File: src/rtl/sdac_pkg.sv
package sdac_pkg;
  typedef enum logic {
    UPD_EXTERNAL = 1'b0,
    UPD_AUTO     = 1'b1
  } upd_mode_e;

  // positions of the synchronized pins in the input bank
  localparam int unsigned PIN_SCLK  = 0;
  localparam int unsigned PIN_DIN   = 1;
  localparam int unsigned PIN_FRAME = 2;
  localparam int unsigned PIN_LOAD  = 3;
  localparam int unsigned PIN_CLEAR = 4;
  localparam int unsigned PIN_CHAIN = 5;
  localparam int unsigned PIN_COUNT = 6;

  // positions in the edge-detect bank
  localparam int unsigned EDG_SCLK  = 0;
  localparam int unsigned EDG_FRAME = 1;
  localparam int unsigned EDG_LOAD  = 2;
  localparam int unsigned EDG_COUNT = 3;
endpackage

File: src/rtl/sdac_pin_sync.sv
module sdac_pin_sync #(
  parameter int unsigned N       = 6,
  parameter int unsigned STAGES  = 2,
  parameter logic [N-1:0] RST_VAL = '0
) (
  input  logic         clk,
  input  logic         rst,
  input  logic [N-1:0] pin_i,
  output logic [N-1:0] level_o
);
  for (genvar g = 0; g < N; g++) begin : g_bit
    logic [STAGES-1:0] stage_q;
    always_ff @(posedge clk) begin
      if (rst) stage_q <= {STAGES{RST_VAL[g]}};
      else     stage_q <= {stage_q[STAGES-2:0], pin_i[g]};
    end
    assign level_o[g] = stage_q[STAGES-1];
  end
endmodule

File: src/rtl/sdac_fall_detect.sv
module sdac_fall_detect #(
  parameter int unsigned N        = 3,
  parameter logic [N-1:0] RST_VAL = '1
) (
  input  logic         clk,
  input  logic         rst,
  input  logic [N-1:0] level_i,
  output logic [N-1:0] fall_o
);
  logic [N-1:0] prev_q;

  always_ff @(posedge clk) begin
    if (rst) prev_q <= RST_VAL;
    else     prev_q <= level_i;
  end

  assign fall_o = prev_q & ~level_i;
endmodule

File: src/rtl/sdac_shifter.sv
module sdac_shifter #(
  parameter int unsigned WORD_W = 16,
  parameter int unsigned CODE_W = 12,
  localparam int unsigned CNT_W = $clog2(WORD_W + 1)
) (
  input  logic              clk,
  input  logic              rst,
  input  logic              frame_start_i,
  input  logic              frame_active_i,
  input  logic              sclk_fall_i,
  input  logic              din_i,
  input  logic              chain_en_i,
  output logic [CODE_W-1:0] code_bits_o,
  output logic              msb_o,
  output logic              word_done_o,
  output logic              full_pulse_o
);
  localparam logic [CNT_W-1:0] CNT_LAST = CNT_W'(WORD_W - 1);
  localparam logic [CNT_W-1:0] CNT_FULL = CNT_W'(WORD_W);

  logic [WORD_W-1:0] sreg_q;
  logic [CNT_W-1:0]  cnt_q;
  logic [CNT_W-1:0]  cnt_eff;
  logic              shift_en;
  logic              full_q;

  assign cnt_eff  = frame_start_i ? '0 : cnt_q;
  assign shift_en = frame_active_i && sclk_fall_i &&
                    (chain_en_i || (cnt_eff < CNT_FULL));

  always_ff @(posedge clk) begin
    if (rst) begin
      sreg_q <= '0;
      cnt_q  <= '0;
      full_q <= 1'b0;
    end else begin
      full_q <= shift_en && (cnt_eff == CNT_LAST);
      if (shift_en && (cnt_eff < CNT_FULL)) cnt_q <= cnt_eff + 1'b1;
      else                                  cnt_q <= cnt_eff;
      if (shift_en) sreg_q <= {sreg_q[WORD_W-2:0], din_i};
    end
  end

  assign code_bits_o  = sreg_q[CODE_W-1:0];
  assign msb_o        = sreg_q[WORD_W-1];
  assign word_done_o  = (cnt_q == CNT_FULL);
  assign full_pulse_o = full_q;

  AST_COUNT_BOUND: assert property (@(posedge clk) disable iff (rst)
    cnt_q <= CNT_FULL);
  AST_IDLE_HOLD: assert property (@(posedge clk) disable iff (rst)
    !frame_active_i |=> $stable(sreg_q));
  AST_GATED_STOP: assert property (@(posedge clk) disable iff (rst)
    (!chain_en_i && word_done_o && !frame_start_i) |=> $stable(sreg_q));
endmodule

File: src/rtl/sdac_latch.sv
module sdac_latch
  import sdac_pkg::*;
#(
  parameter int unsigned CODE_W = 12
) (
  input  logic              clk,
  input  logic              rst,
  input  logic              frame_start_i,
  input  logic              load_level_i,
  input  logic              load_fall_i,
  input  logic              clear_req_i,
  input  logic              full_pulse_i,
  input  logic              word_done_i,
  input  logic [CODE_W-1:0] word_i,
  output logic [CODE_W-1:0] code_o
);
  upd_mode_e         mode_q;
  logic [CODE_W-1:0] code_q;
  logic              load_now;

  assign load_now = ((mode_q == UPD_AUTO) && full_pulse_i) ||
                    ((mode_q == UPD_EXTERNAL) && load_fall_i && word_done_i);

  always_ff @(posedge clk) begin
    if (rst) begin
      mode_q <= UPD_EXTERNAL;
      code_q <= '0;
    end else begin
      if (frame_start_i) mode_q <= load_level_i ? UPD_EXTERNAL : UPD_AUTO;
      if (clear_req_i)   code_q <= '0;
      else if (load_now) code_q <= word_i;
    end
  end

  assign code_o = code_q;

  AST_CLEAR_WINS: assert property (@(posedge clk) disable iff (rst)
    clear_req_i |=> (code_o == '0));
  AST_HOLD_NO_LOAD: assert property (@(posedge clk) disable iff (rst)
    (!clear_req_i && !full_pulse_i && !load_fall_i) |=> $stable(code_o));
  AST_EARLY_LOAD: assert property (@(posedge clk) disable iff (rst)
    (load_fall_i && !word_done_i && !full_pulse_i && !clear_req_i) |=> $stable(code_o));
endmodule

File: src/rtl/sdac_front.sv
module sdac_front
  import sdac_pkg::*;
#(
  parameter int unsigned WORD_W      = 16,
  parameter int unsigned CODE_W      = 12,
  parameter int unsigned SYNC_STAGES = 2
) (
  input  logic              clk,
  input  logic              rst,
  input  logic              ser_clk_i,
  input  logic              ser_din_i,
  input  logic              frame_n_i,
  input  logic              load_n_i,
  input  logic              clear_n_i,
  input  logic              chain_en_i,
  output logic [CODE_W-1:0] dac_code_o,
  output logic              ser_dout_o
);
  // idle values: clock high, data low, strobes high, cascade off
  localparam logic [PIN_COUNT-1:0] PIN_IDLE = 6'b011101;

  logic [PIN_COUNT-1:0] pins;
  logic [PIN_COUNT-1:0] lvl;
  logic [EDG_COUNT-1:0] edg_lvl;
  logic [EDG_COUNT-1:0] fall;
  logic [CODE_W-1:0]    code_bits;
  logic                 msb, word_done, full_pulse;
  logic                 sdo_q;

  always_comb begin
    pins            = '0;
    pins[PIN_SCLK]  = ser_clk_i;
    pins[PIN_DIN]   = ser_din_i;
    pins[PIN_FRAME] = frame_n_i;
    pins[PIN_LOAD]  = load_n_i;
    pins[PIN_CLEAR] = clear_n_i;
    pins[PIN_CHAIN] = chain_en_i;
  end

  sdac_pin_sync #(.N(PIN_COUNT), .STAGES(SYNC_STAGES), .RST_VAL(PIN_IDLE)) u_sync (
    .clk(clk), .rst(rst), .pin_i(pins), .level_o(lvl)
  );

  always_comb begin
    edg_lvl            = '0;
    edg_lvl[EDG_SCLK]  = lvl[PIN_SCLK];
    edg_lvl[EDG_FRAME] = lvl[PIN_FRAME];
    edg_lvl[EDG_LOAD]  = lvl[PIN_LOAD];
  end

  sdac_fall_detect #(.N(EDG_COUNT), .RST_VAL('1)) u_edge (
    .clk(clk), .rst(rst), .level_i(edg_lvl), .fall_o(fall)
  );

  sdac_shifter #(.WORD_W(WORD_W), .CODE_W(CODE_W)) u_shift (
    .clk(clk), .rst(rst),
    .frame_start_i(fall[EDG_FRAME]),
    .frame_active_i(!lvl[PIN_FRAME]),
    .sclk_fall_i(fall[EDG_SCLK]),
    .din_i(lvl[PIN_DIN]),
    .chain_en_i(lvl[PIN_CHAIN]),
    .code_bits_o(code_bits),
    .msb_o(msb),
    .word_done_o(word_done),
    .full_pulse_o(full_pulse)
  );

  sdac_latch #(.CODE_W(CODE_W)) u_latch (
    .clk(clk), .rst(rst),
    .frame_start_i(fall[EDG_FRAME]),
    .load_level_i(lvl[PIN_LOAD]),
    .load_fall_i(fall[EDG_LOAD]),
    .clear_req_i(!lvl[PIN_CLEAR]),
    .full_pulse_i(full_pulse),
    .word_done_i(word_done),
    .word_i(code_bits),
    .code_o(dac_code_o)
  );

  always_ff @(posedge clk) begin
    if (rst) sdo_q <= 1'b0;
    else     sdo_q <= lvl[PIN_CHAIN] ? msb : 1'b0;
  end

  assign ser_dout_o = sdo_q;

  AST_SDO_QUIET: assert property (@(posedge clk) disable iff (rst)
    !lvl[PIN_CHAIN] |=> (ser_dout_o == 1'b0));
endmodule

File: config.mk
export PLATFORM = sky130hd
export DESIGN_NAME = sdac_front
export DESIGN_NICKNAME = d
export VERILOG_FILES = /design/src/rtl/sdac_pkg.sv /design/src/rtl/sdac_pin_sync.sv /design/src/rtl/sdac_fall_detect.sv /design/src/rtl/sdac_shifter.sv /design/src/rtl/sdac_latch.sv /design/src/rtl/sdac_front.sv
export SDC_FILE = /design/constraint.sdc
export NUM_CORES = 1
export LEC_CHECK = 0
export BUFFER_PORTS_ARGS = -buffer_cell sky130_fd_sc_hd__buf_2
export CAP_MARGIN = 20
export CORE_MARGIN = 10
export CORE_UTILIZATION = 57
export DETAILED_ROUTE_END_ITERATION = 10
export PLACE_DENSITY = 0.88
export SLEW_MARGIN = 40
export SYNTH_ARGS = -nofsm -noshare
export SYNTH_HDL_FRONTEND = slang
export SYNTH_SLANG_ARGS = --single-unit
File: constraint.sdc
create_clock -name clk -period 4.54 [get_ports clk]
set_input_delay 0.454 -clock clk [delete_from_list [all_inputs] [get_ports clk]]
set_output_delay 0.454 -clock clk [all_outputs]
set_load 0.01 [all_outputs]
==> flow_metrics.tcl <==
set metrics [dict create \
    cp_data_arrival_time_ns 2.14 \
    clk_latency_ns 0.37 \
    holdBufCountCts 0 \
    seq_area_frac_synth_pct 53.5 \
    syn-num-nets 214 \
    synth.ff_latch_count 51 \
    rows 20 \
    cts_tree "done" \
    relSlewSlack_pct 53.1 \
    drtIter0Drc 109 \
    rsz0062_at_grt "no" \
    sequentialPowerShare_pct 65.0 \
    min_period_ns 1.84 \
    dp_hpwl_um 2110 \
    critPathKind "reg -> reg" \
    holdPathStages 2 \
    slew_violations 0 \
    cp-end-kind "flip-flop" \
    synthCells 204 \
    via_per_inst 5.46 \
    synth_area_sq_um 1910 \
    r2r_cells 7 \
    clock_skew_ns 0.0183 \
    pin_count 21 \
    synthTopCellsByArea "dfxtp_1 (54%), mux2i_1 (6.3%), a21oi_1 (5.2%)" \
    finalSetupViolations 0 \
    drt_first_pass_iters 4 \
    irDropWorstVdd_mv 0.288 \
    outcome "completed" \
    wl_per_cell_um 12.6 \
    cts_inserted_buffers 5 \
    grt_pass1_vias 1298 \
    core_area_sq_um 3130 \
    cts_root_buf "clkbuf_4" \
    critPathLaunchType "flip-flop" \
    required_ns 4.84 \
    grt_antenna_before_repair 0 \
    layout_common_cells "dfxtp_1 (51), nand2_1 (26), a21oi_1 (20), buf_2 (20), nand3_1 (17)" \
    r2r_setup_slack_ns 2.70 \
    die_y_um 77.9 \
    pwr_density_cell_nw_per_um2 334 \
    path_max_fanout 9 \
    grt_pass1_wl_um 5690 \
    min_from "load_n_i" \
    pwr-share-clk_pct 32.0 \
    drc 0 \
    gp_congestion 0.740 \
    clockBufferDepth 2 \
    num_vias 1430 \
    antenna_cells 0 \
    post_cts_resized 0 \
    die_area_sq_um 6060 \
    grt_overflow_total 0 \
    startpoint "u_edge.prev_q[1]" \
    r2r-end "u_shift.cnt_q[4]" \
    drive_above_1_share_pct 20.6 \
    worst_slew_pin_slew_ns 0.703 \
    wl_um 3300 \
    fillers 270 \
    synth_cell_types 33 \
    hold_class "in -> reg" \
    p_leak_nw 0.819 \
    p_sw_mw 0.150 \
    yosysWarningCount 0 \
    fin_nets 227 \
    yosys.area.top_type "dfxtp_1" \
    min_to "u_sync.g_bit[3].stage_q[0]" \
    ant_nets 0 \
    areaGrowthSynthToFinish_pct 10.2 \
    fin_setup_tns_ns 0 \
    avgSynthCellArea_sq_um 9.35 \
    hold_violations 0 \
    final_common_cell "dfxtp_1" \
    swShare_pct 21.4 \
    timing.fmax_mhz 544 \
    io_buffers 20 \
    p_comb_share_pct 2.9 \
    cts_sinks 51 \
    maxCapViolations 0 \
    worst_r2r_startpoint "u_edge.prev_q[1]" \
    htreeDepth 2 \
    cts.clk_slew.worst_paths_ns 0.13 \
    grt_usage_pct 11.1 \
    cts_setup_buffers 0 \
    initial_utilization_pct 61.0 \
    fin_crit_sh_pct 40.5 \
    p_int_mw 0.553 \
    final_core_util_pct 67.2 \
    grt_max_degree 41 \
    die_width_um 77.9 \
    synth_top_cell_area_share_pct 53.5 \
]
## layer usage
layer  part of all wire (%)  global-route usage (%)  vias up
li1                       -                       -      730
met1                     48                    13.1      664
met2                     45                    17.2       31
met3                    6.1                    5.07        5
met4                    1.2                    3.83        0
met5                      0                       0        -
## power groups by stage
| stage | combinational (mW) | sequential, mW | clock, mW |
|---|---|---|---|
| 2_1_floorplan | 0.0153 | 0.466 | 0 |
| 3_3_place_gp | 0.0200 | 0.466 | 0 |
| 3_5_place_dp | 0.0205 | 0.467 | 0 |
| 4_1_cts | 0.0206 | 0.457 | 0.235 |
| 5_1_grt | 0.0232 | 0.458 | 0.250 |
| 6_report | 0.0204 | 0.457 | 0.225 |
## cells by family (layout without fill, tap and decap cells)
kind of cell | after synthesis | after routing | share of synthesized area, %
AND/OR/NAND/NOR | 77 | 77 | 22.2
flip-flops | 51 | 51 | 53.5
AO/OA/AOI/OAI | 45 | 45 | 13.3
buffers and inverters | 17 | 31 | 3.41
multiplexers | 12 | 12 | 6.30
adder cells (fa/ha/maj) | 2 | 2 | 1.31
## area by class of cell
class / count / area [sq um] / area share (%)
Clock buffer: 7 / 65.1 / 3.10
Clock inverter: 1 / 7.51 / 0.357
Inverter: 1 / 3.75 / 0.179
Multi-Input combinational cell: 136 / 835 / 39.7
Sequential cell: 51 / 1020 / 48.6
Tap cell: 44 / 55.1 / 2.62
Timing Repair Buffer: 22 / 115 / 5.48
## metrics by stage
step / hold slack, ns / total power, mW / std cells / worst slack (ns) / area, sq um
6_report: 0.263 / 0.703 / 262 / 2.70 / 2100
5_1_grt: 0.235 / 0.731 / 262 / 2.59 / 2100
4_1_cts: 0.245 / 0.713 / 262 / 2.70 / 2100
3_5_place_dp: 0.395 / 0.487 / 254 / 2.71 / 2020
3_3_place_gp: 0.392 / 0.486 / 254 / 2.79 / 2020
2_1_floorplan: 0.389 / 0.481 / 204 / 2.83 / 1910
## worst max-delay path: stages, from the launching register on
cell	delay, ns
dfxtp_1	0.45
nand2b_1	0.21
and2_1	0.22
ha_1	0.20
and4_1	0.17
ha_1	0.25
nand2b_1	0.14
a21oi_1	0.15
## worst max-delay path by stage
stage                       endpoint  slack [ns]
floorplan           u_shift.cnt_q[4]        2.83
global placement    u_shift.cnt_q[4]        2.79
detailed placement  u_shift.cnt_q[4]        2.71
CTS                 u_shift.cnt_q[4]        2.70
global route        u_shift.cnt_q[4]        2.59
finish              u_shift.cnt_q[4]        2.70
## synthesized netlist by cell type
cell type	number
o21ai_0	15
nor4_1	1
o31ai_1	1
and2_1	2
ha_1	2
buf_2	1
a211oi_1	2
nand2_1	26
a22oi_1	1
nand3b_1	1
and4_1	1
a21oi_1	20
nor2b_1	6
dfxtp_1	51
o211ai_1	2
o311ai_0	1
nor3b_2	2
nor4bb_1	1
nand2b_1	2
nor4b_1	1
or4_1	1
nor2_1	2
inv_1	1
clkbuf_1	15
or3b_2	1
and2b_1	1
mux2i_1	12
a211o_1	1
o21ai_1	1
nand3_1	17
or3b_4	1
or2_2	11
a2111o_1	1
## registers in the layout, summed over array words and instances, names as in the netlist
name / flops
u_edge.prev_q: 3
u_latch.mode_q: 1
u_shift.full_pulse_o: 1
u_sync.g_bit.stage_q: 12
ser_dout_o: 1
u_shift.sreg_q: 16
u_shift.cnt_q: 5
u_latch.code_o: 12
Note: power is estimated with default switching activity, not from simulation.
